===== src/rtl/dim_pkg.sv =====
package dim_pkg;
  localparam int CODE_W = 5;
  localparam int PCT_W  = 14;

  typedef enum logic {DIR_UP = 1'b0, DIR_DOWN = 1'b1} ramp_dir_t;

  // Output current in hundredths of a percent for each drive code.
  function automatic logic [PCT_W-1:0] code_to_pct(input logic [CODE_W-1:0] c);
    logic [PCT_W-1:0] v;
    case (c)
      5'd0:  v = 14'd0;     5'd1:  v = 14'd42;    5'd2:  v = 14'd49;
      5'd3:  v = 14'd57;    5'd4:  v = 14'd72;    5'd5:  v = 14'd87;
      5'd6:  v = 14'd102;   5'd7:  v = 14'd117;   5'd8:  v = 14'd140;
      5'd9:  v = 14'd170;   5'd10: v = 14'd200;   5'd11: v = 14'd242;
      5'd12: v = 14'd299;   5'd13: v = 14'd363;   5'd14: v = 14'd435;
      5'd15: v = 14'd522;   5'd16: v = 14'd624;   5'd17: v = 14'd752;
      5'd18: v = 14'd911;   5'd19: v = 14'd1092;  5'd20: v = 14'd1308;
      5'd21: v = 14'd1580;  5'd22: v = 14'd1897;  5'd23: v = 14'd2286;
      5'd24: v = 14'd2748;  5'd25: v = 14'd3303;  5'd26: v = 14'd3972;
      5'd27: v = 14'd4772;  5'd28: v = 14'd5747;  5'd29: v = 14'd6918;
      5'd30: v = 14'd8320;  default: v = 14'd10000;
    endcase
    return v;
  endfunction
endpackage


===== src/rtl/dim_prescaler.sv =====
module dim_prescaler #(
  parameter int BASE_DIV = 8192
) (
  input  logic clk,
  input  logic rst,
  input  logic clear,
  output logic base_tick
);
  localparam int PW = (BASE_DIV > 2) ? $clog2(BASE_DIV) : 1;
  localparam logic [PW-1:0] LAST = PW'(BASE_DIV - 1);

  logic [PW-1:0] pre_q;

  assign base_tick = (pre_q == LAST);

  generate
    if ((BASE_DIV & (BASE_DIV - 1)) == 0) begin : g_pow2
      // Ratio is a power of two: the counter wraps on its own.
      always_ff @(posedge clk) begin
        if (rst || clear) pre_q <= '0;
        else              pre_q <= pre_q + 1'b1;
      end
    end else begin : g_any
      always_ff @(posedge clk) begin
        if (rst || clear)   pre_q <= '0;
        else if (base_tick) pre_q <= '0;
        else                pre_q <= pre_q + 1'b1;
      end
    end
  endgenerate
endmodule


===== src/rtl/dim_step_timer.sv =====
module dim_step_timer #(
  parameter int TIM_W = 5
) (
  input  logic             clk,
  input  logic             rst,
  input  logic             clear,
  input  logic             enable,
  input  logic             base_tick,
  input  logic [TIM_W-1:0] period,
  output logic             step
);
  logic [TIM_W-1:0] cnt_q;

  assign step = enable && base_tick && (cnt_q == period);

  always_ff @(posedge clk) begin
    if (rst || clear) begin
      cnt_q <= '0;
    end else if (enable && base_tick) begin
      if (cnt_q == period) cnt_q <= '0;
      else                 cnt_q <= cnt_q + 1'b1;
    end
  end
endmodule


===== src/rtl/dim_ramp_ctrl.sv =====
module dim_ramp_ctrl
  import dim_pkg::*;
#(
  parameter int DATA_W = 8
) (
  input  logic              clk,
  input  logic              rst,
  input  logic              sdn,
  input  logic              wr_direct,
  input  logic              wr_up,
  input  logic              wr_down,
  input  logic              wr_timing,
  input  logic [DATA_W-1:0] wr_data,
  input  logic              step,
  output logic [CODE_W-1:0] code,
  output logic              busy,
  output logic [CODE_W-1:0] tim,
  output logic              launch
);
  logic [CODE_W-1:0] up_q, dn_q, tgt_q, code_q, tim_q, nxt_code, wval;
  logic              busy_q, go_up, go_dn;
  ramp_dir_t         dir_q;
  logic              unused_hi;

  assign wval      = wr_data[CODE_W-1:0];
  assign unused_hi = ^wr_data[DATA_W-1:CODE_W];

  assign go_up  = wr_timing && !sdn && !wr_direct && (up_q > code_q);
  assign go_dn  = wr_timing && !sdn && !wr_direct && !(up_q > code_q) && (dn_q < code_q);
  assign launch = go_up || go_dn;

  assign nxt_code = (dir_q == DIR_UP) ? code_q + 1'b1 : code_q - 1'b1;

  always_ff @(posedge clk) begin
    if (rst) begin
      up_q   <= '0;
      dn_q   <= '0;
      tim_q  <= '0;
      tgt_q  <= '0;
      code_q <= '0;
      busy_q <= 1'b0;
      dir_q  <= DIR_UP;
    end else begin
      if (wr_up)     up_q  <= wval;
      if (wr_down)   dn_q  <= wval;
      if (wr_timing) tim_q <= wval;

      if (sdn) begin
        code_q <= '0;
        busy_q <= 1'b0;
      end else if (wr_direct) begin
        code_q <= wval;
        busy_q <= 1'b0;
      end else if (go_up) begin
        tgt_q  <= up_q;
        dir_q  <= DIR_UP;
        busy_q <= 1'b1;
      end else if (go_dn) begin
        tgt_q  <= dn_q;
        dir_q  <= DIR_DOWN;
        busy_q <= 1'b1;
      end else if (busy_q && step) begin
        code_q <= nxt_code;
        busy_q <= (nxt_code != tgt_q);
      end
    end
  end

  assign code = code_q;
  assign busy = busy_q;
  assign tim  = tim_q;
endmodule


===== src/rtl/dim_pct_map.sv =====
module dim_pct_map
  import dim_pkg::*;
(
  input  logic              clk,
  input  logic              rst,
  input  logic [CODE_W-1:0] code,
  output logic [PCT_W-1:0]  pct
);
  // Registered read of a constant table; maps onto a ROM.
  always_ff @(posedge clk) begin
    if (rst) pct <= '0;
    else     pct <= code_to_pct(code);
  end
endmodule


===== src/rtl/led_dim_seq.sv =====
module led_dim_seq
  import dim_pkg::*;
#(
  parameter int BASE_DIV = 8192,
  parameter int DATA_W   = 8
) (
  input  logic              clk,
  input  logic              rst,
  input  logic              sdn,
  input  logic              wr_direct,
  input  logic              wr_up,
  input  logic              wr_down,
  input  logic              wr_timing,
  input  logic [DATA_W-1:0] wr_data,
  output logic [CODE_W-1:0] level_code,
  output logic              busy,
  output logic [PCT_W-1:0]  pct_q
);
  logic              base_tick, step, launch;
  logic [CODE_W-1:0] tim;

  dim_prescaler #(.BASE_DIV(BASE_DIV)) u_pre (
    .clk(clk), .rst(rst), .clear(launch), .base_tick(base_tick)
  );

  dim_step_timer #(.TIM_W(CODE_W)) u_tmr (
    .clk(clk), .rst(rst), .clear(launch), .enable(busy),
    .base_tick(base_tick), .period(tim), .step(step)
  );

  dim_ramp_ctrl #(.DATA_W(DATA_W)) u_ctl (
    .clk(clk), .rst(rst), .sdn(sdn), .wr_direct(wr_direct), .wr_up(wr_up),
    .wr_down(wr_down), .wr_timing(wr_timing), .wr_data(wr_data), .step(step),
    .code(level_code), .busy(busy), .tim(tim), .launch(launch)
  );

  dim_pct_map u_map (
    .clk(clk), .rst(rst), .code(level_code), .pct(pct_q)
  );
endmodule


===== config.mk =====
export PLATFORM = sky130hd
export DESIGN_NAME = led_dim_seq
export DESIGN_NICKNAME = d
export VERILOG_FILES = /design/src/rtl/dim_pkg.sv /design/src/rtl/dim_prescaler.sv /design/src/rtl/dim_step_timer.sv /design/src/rtl/dim_ramp_ctrl.sv /design/src/rtl/dim_pct_map.sv /design/src/rtl/led_dim_seq.sv
export SDC_FILE = /design/constraint.sdc
export NUM_CORES = 1
export LEC_CHECK = 0
export ABC_AREA = 1
export BUFFER_PORTS_ARGS = -buffer_cell sky130_fd_sc_hd__buf_2
export CAP_MARGIN = 20
export CORE_AREA = 4 4 121 65
export CTS_CLUSTER_DIAMETER = 50
export DETAILED_ROUTE_END_ITERATION = 12
export DIE_AREA = 0 0 125 69
export PLACE_DENSITY = 0.85
export SYNTH_ARGS = -nofsm -noshare
export SYNTH_HDL_FRONTEND = slang
export SYNTH_HIERARCHICAL = 1
export SYNTH_SLANG_ARGS = --single-unit

===== constraint.sdc =====
create_clock -name clk -period 2.29 [get_ports clk]
set_input_delay 0.1145 -clock clk [delete_from_list [all_inputs] [get_ports clk]]
set_output_delay 0.1145 -clock clk [all_outputs]
set_load 0.02 [all_outputs]

==> results_dict.tcl <==
set metrics [dict create \
    status "complete, no violations" \
    start_util_pct 54.1 \
    cp_slowest_stage_delay_ns 0.36 \
    cts-buffers-inserted 9 \
    syn_nets 575 \
    maxCapViolations 0 \
    place_ws_ns 0.0250 \
    first_iter_violations 440 \
    tns_ns 0 \
    syn_area_mm2 0.00361 \
    hold_viol 0 \
    ys_types 38 \
    critPathRequiredTime_ns 2.51 \
    io_buffers 31 \
    drt-vias-per-instance 5.26 \
    slew_violations 0 \
    rows 21 \
    firstDrtPassIters 6 \
    first_global_vias 3294 \
    max_slew_margin_pct 68.4 \
    cts.reportedPaths.clkPinSlew_ns 0.05 \
    ys_ff_latch 59 \
    seq_area_frac_synth_pct 32.7 \
    htree_levels 3 \
    fillers 583 \
    finish.instance_area_mm2 0.00423 \
    synth-async-reset-ratio_pct 0 \
    antenna_found_initial 0 \
    num_vias 3551 \
    finalCriticalPeriod_ns 2.13 \
    arrival_ns 2.35 \
    io_pins 35 \
    antenna_cells 0 \
    clock_sinks 59 \
    drtAntennaViolNets 0 \
    dieWidth_um 125 \
    setup_slack_ns 0.161 \
    ff_latch_area_mm2 0.00119 \
    finClkSkew_ns 0.00655 \
    dp_hpwl_um 6150 \
    insertion_delay_ns 0.33 \
    total_power_mw 2.91 \
    slowest_stage "dfxtp_4" \
    path_max_fanout 5 \
    max-vdd-ir-drop_uv 387 \
    path_class "flop to flop" \
    worstMarginPinSlew_ns 0.474 \
    multiInputGateArea_mm2 0.00208 \
    area_growth_pct 17.2 \
    fp.dieH_um 69 \
    cts_tree "built" \
    root_buffer "clkbuf_16" \
    synthesis.instances 537 \
    setup_viol 0 \
    utilization_pct 63.4 \
    powerDensity_mw_per_mm2 688 \
    syn-mean-instance-area_um2 6.72 \
    r2r_setup_slack_ns 0.16 \
    cp_cell_sequence "ha_4 -> nand2_2 -> nor2_4 -> nand4_1 -> inv_1 -> nand2_4 -> inv_2 -> nand2_1 -> nor2_2 -> nand3_2 -> inv_2 -> inv_1 -> nor2_1 -> nand3_1 -> nor2_1 -> nand3_1 -> o21bai_1 -> a21oi_2" \
    drive_gt1_share_pct 18.4 \
    hold_buffers 0 \
    wire_per_inst_um 12.6 \
    grt_setup_unrepaired "yes" \
    fin_crit_sh_pct 93.0 \
    cts_buffer_depth 2 \
    coreArea_mm2 0.00667 \
    grt_use_total_pct 20.5 \
    drt-total-wl_um 8520 \
    fmax_mhz 470 \
    die-area_mm2 0.00863 \
    yosys_warnings 6 \
    worst_setup_path_start_kind "flop" \
    cp-end-kind "flop" \
    p_leak_nw 2.03 \
    place_area_mm2 0.00386 \
    grt-ovfl-total 0 \
    nNetsFinal 619 \
    grt_pass1_wl_um 14500 \
    synth_ff_type "dfxtp_1" \
    holdCritPathClass "primary input to flop" \
    synth_edf_count 0 \
    place_congestion 0.956 \
    drc_errors 0 \
    grt_max_degree 23 \
]
-- area by class of cell --
| type | count | area share [%] |
|---|---|---|
| multi-input cells | 390 | 49.2 |
| inverters | 79 | 7.13 |
| clock buffers | 10 | 5.65 |
| well taps | 92 | 2.72 |
| repair buffers | 42 | 5.62 |
| clock inverters | 3 | 1.54 |
| flip-flops and latches | 59 | 28.2 |
-- registers in the layout (all words and copies together) (netlist names) --
register and flops:
u_ctl/dn_q 5, u_ctl/tim 5, u_pre/pre_q 13, u_tmr/cnt_q 5, u_ctl/busy 1, u_ctl/tgt_q 5, u_ctl/up_q 5, u_map/pct 14
u_ctl/code 5, u_ctl/dir_q 1
-- worst paths after layout --
check                       startpoint                          to  depth (start not counted)
min                              wr_up  u_ctl/up_q[0]$_SDFFE_PP0P_                          2
min reg2reg  u_pre/pre_q[0]$_SDFF_PP0_   u_pre/pre_q[0]$_SDFF_PP0_                          1
max          u_pre/pre_q[0]$_SDFF_PP0_     u_ctl/busy$_SDFFE_PP0P_                         18
max reg2reg  u_pre/pre_q[0]$_SDFF_PP0_     u_ctl/busy$_SDFFE_PP0P_                         18
-- metal layers --
metal  vias up  global-route usage [%]  part of all wire (%)
li1       1802                       -                     -
met5         -                       0                     0
met3        22                    7.56                   7.6
met2       135                    32.4                    46
met4         0                    7.81                   2.5
met1      1592                    25.4                    44
-- stage by stage --
step           hold slack [ns]  instances
3_5_place_dp             0.366        658
3_3_place_gp             0.344        658
6_report                0.0215        675
4_1_cts                 0.0178        671
5_1_grt                 0.0318        675
2_1_floorplan            0.184        537
-- cells in the final DEF (no fill, tap or decap), types with 2 or more instances in the layout --
cell type  instances
clkbuf_16          9
o21ai_0           30
xnor2_1            2
xor2_1             2
inv_2              8
nand3_1           36
dfxtp_4            2
buf_4             11
nand2_1          132
a21oi_1           28
inv_4              2
nand4_1            7
nor2_4             5
o21ai_1            9
o211ai_1           2
dfxtp_2            3
inv_1             68
nand2_2            7
ha_1              21
nor2_1            73
dfxtp_1           54
nand2_4            3
a31oi_1            3
o21ai_2            5
buf_2             31
nand3_2            3
a21oi_2            3
nor2_2             8
bufinv_16          2
-- repair_timing --
item	CTS	global route
setup buffers	0	4
gates resized for setup	2	11
pin swaps	0	9
endpoints found under the setup margin	5	8
-- power by group --
| group | switching [mW] | internal (mW) | total (mW) |
|---|---|---|---|
| sequential | 0.0359 | 1.08 | 1.11 |
| combinational | 0.271 | 0.141 | 0.412 |
| clock | 0.428 | 0.957 | 1.39 |
| total | 0.735 | 2.18 | 2.91 |
-- cell usage after synthesis, types with 4 or more instances --
| library cell | instances | share of area [%] |
|---|---|---|
| ha_1 | 22 | 7.6 |
| o21ai_1 | 9 | 1.2 |
| nand2_1 | 133 | 14 |
| buf_6 | 4 | 1.2 |
| a21oi_1 | 28 | 3.9 |
| inv_1 | 69 | 7.2 |
| dfxtp_1 | 59 | 33 |
| o21ai_0 | 30 | 4.2 |
| nor2_1 | 74 | 7.7 |
| nand2_2 | 7 | 1.2 |
| inv_2 | 7 | 0.73 |
| o21ai_2 | 5 | 1.2 |
| nand4_1 | 7 | 1.2 |
| nand3_1 | 36 | 5.0 |
| nor2_4 | 5 | 1.6 |
| nor2_2 | 7 | 1.2 |
-- cells by family (layout without fill, tap and decap cells) --
group / Yosys count / after routing / share of synthesized area (%)
compound gates: 82 / 82 / 12.6
xor+xnor: 4 / 4 / 0.971
fa+ha+maj: 23 / 23 / 8.18
buf+inv: 88 / 134 / 10.3
flops: 59 / 59 / 32.7
mux: 1 / 1 / 0.277
simple gates: 280 / 280 / 35.0
-- critical path, delay by kind of cell, from the launching register on --
kind | cells | cell delay, ns
AND/OR/NAND/NOR | 11 | 0.99
flip-flops | 1 | 0.36
AO/OA/AOI/OAI | 2 | 0.27
buffers and inverters | 4 | 0.25
adder cells (fa/ha/maj) | 1 | 0.14
(Power assumes the default switching activity.)
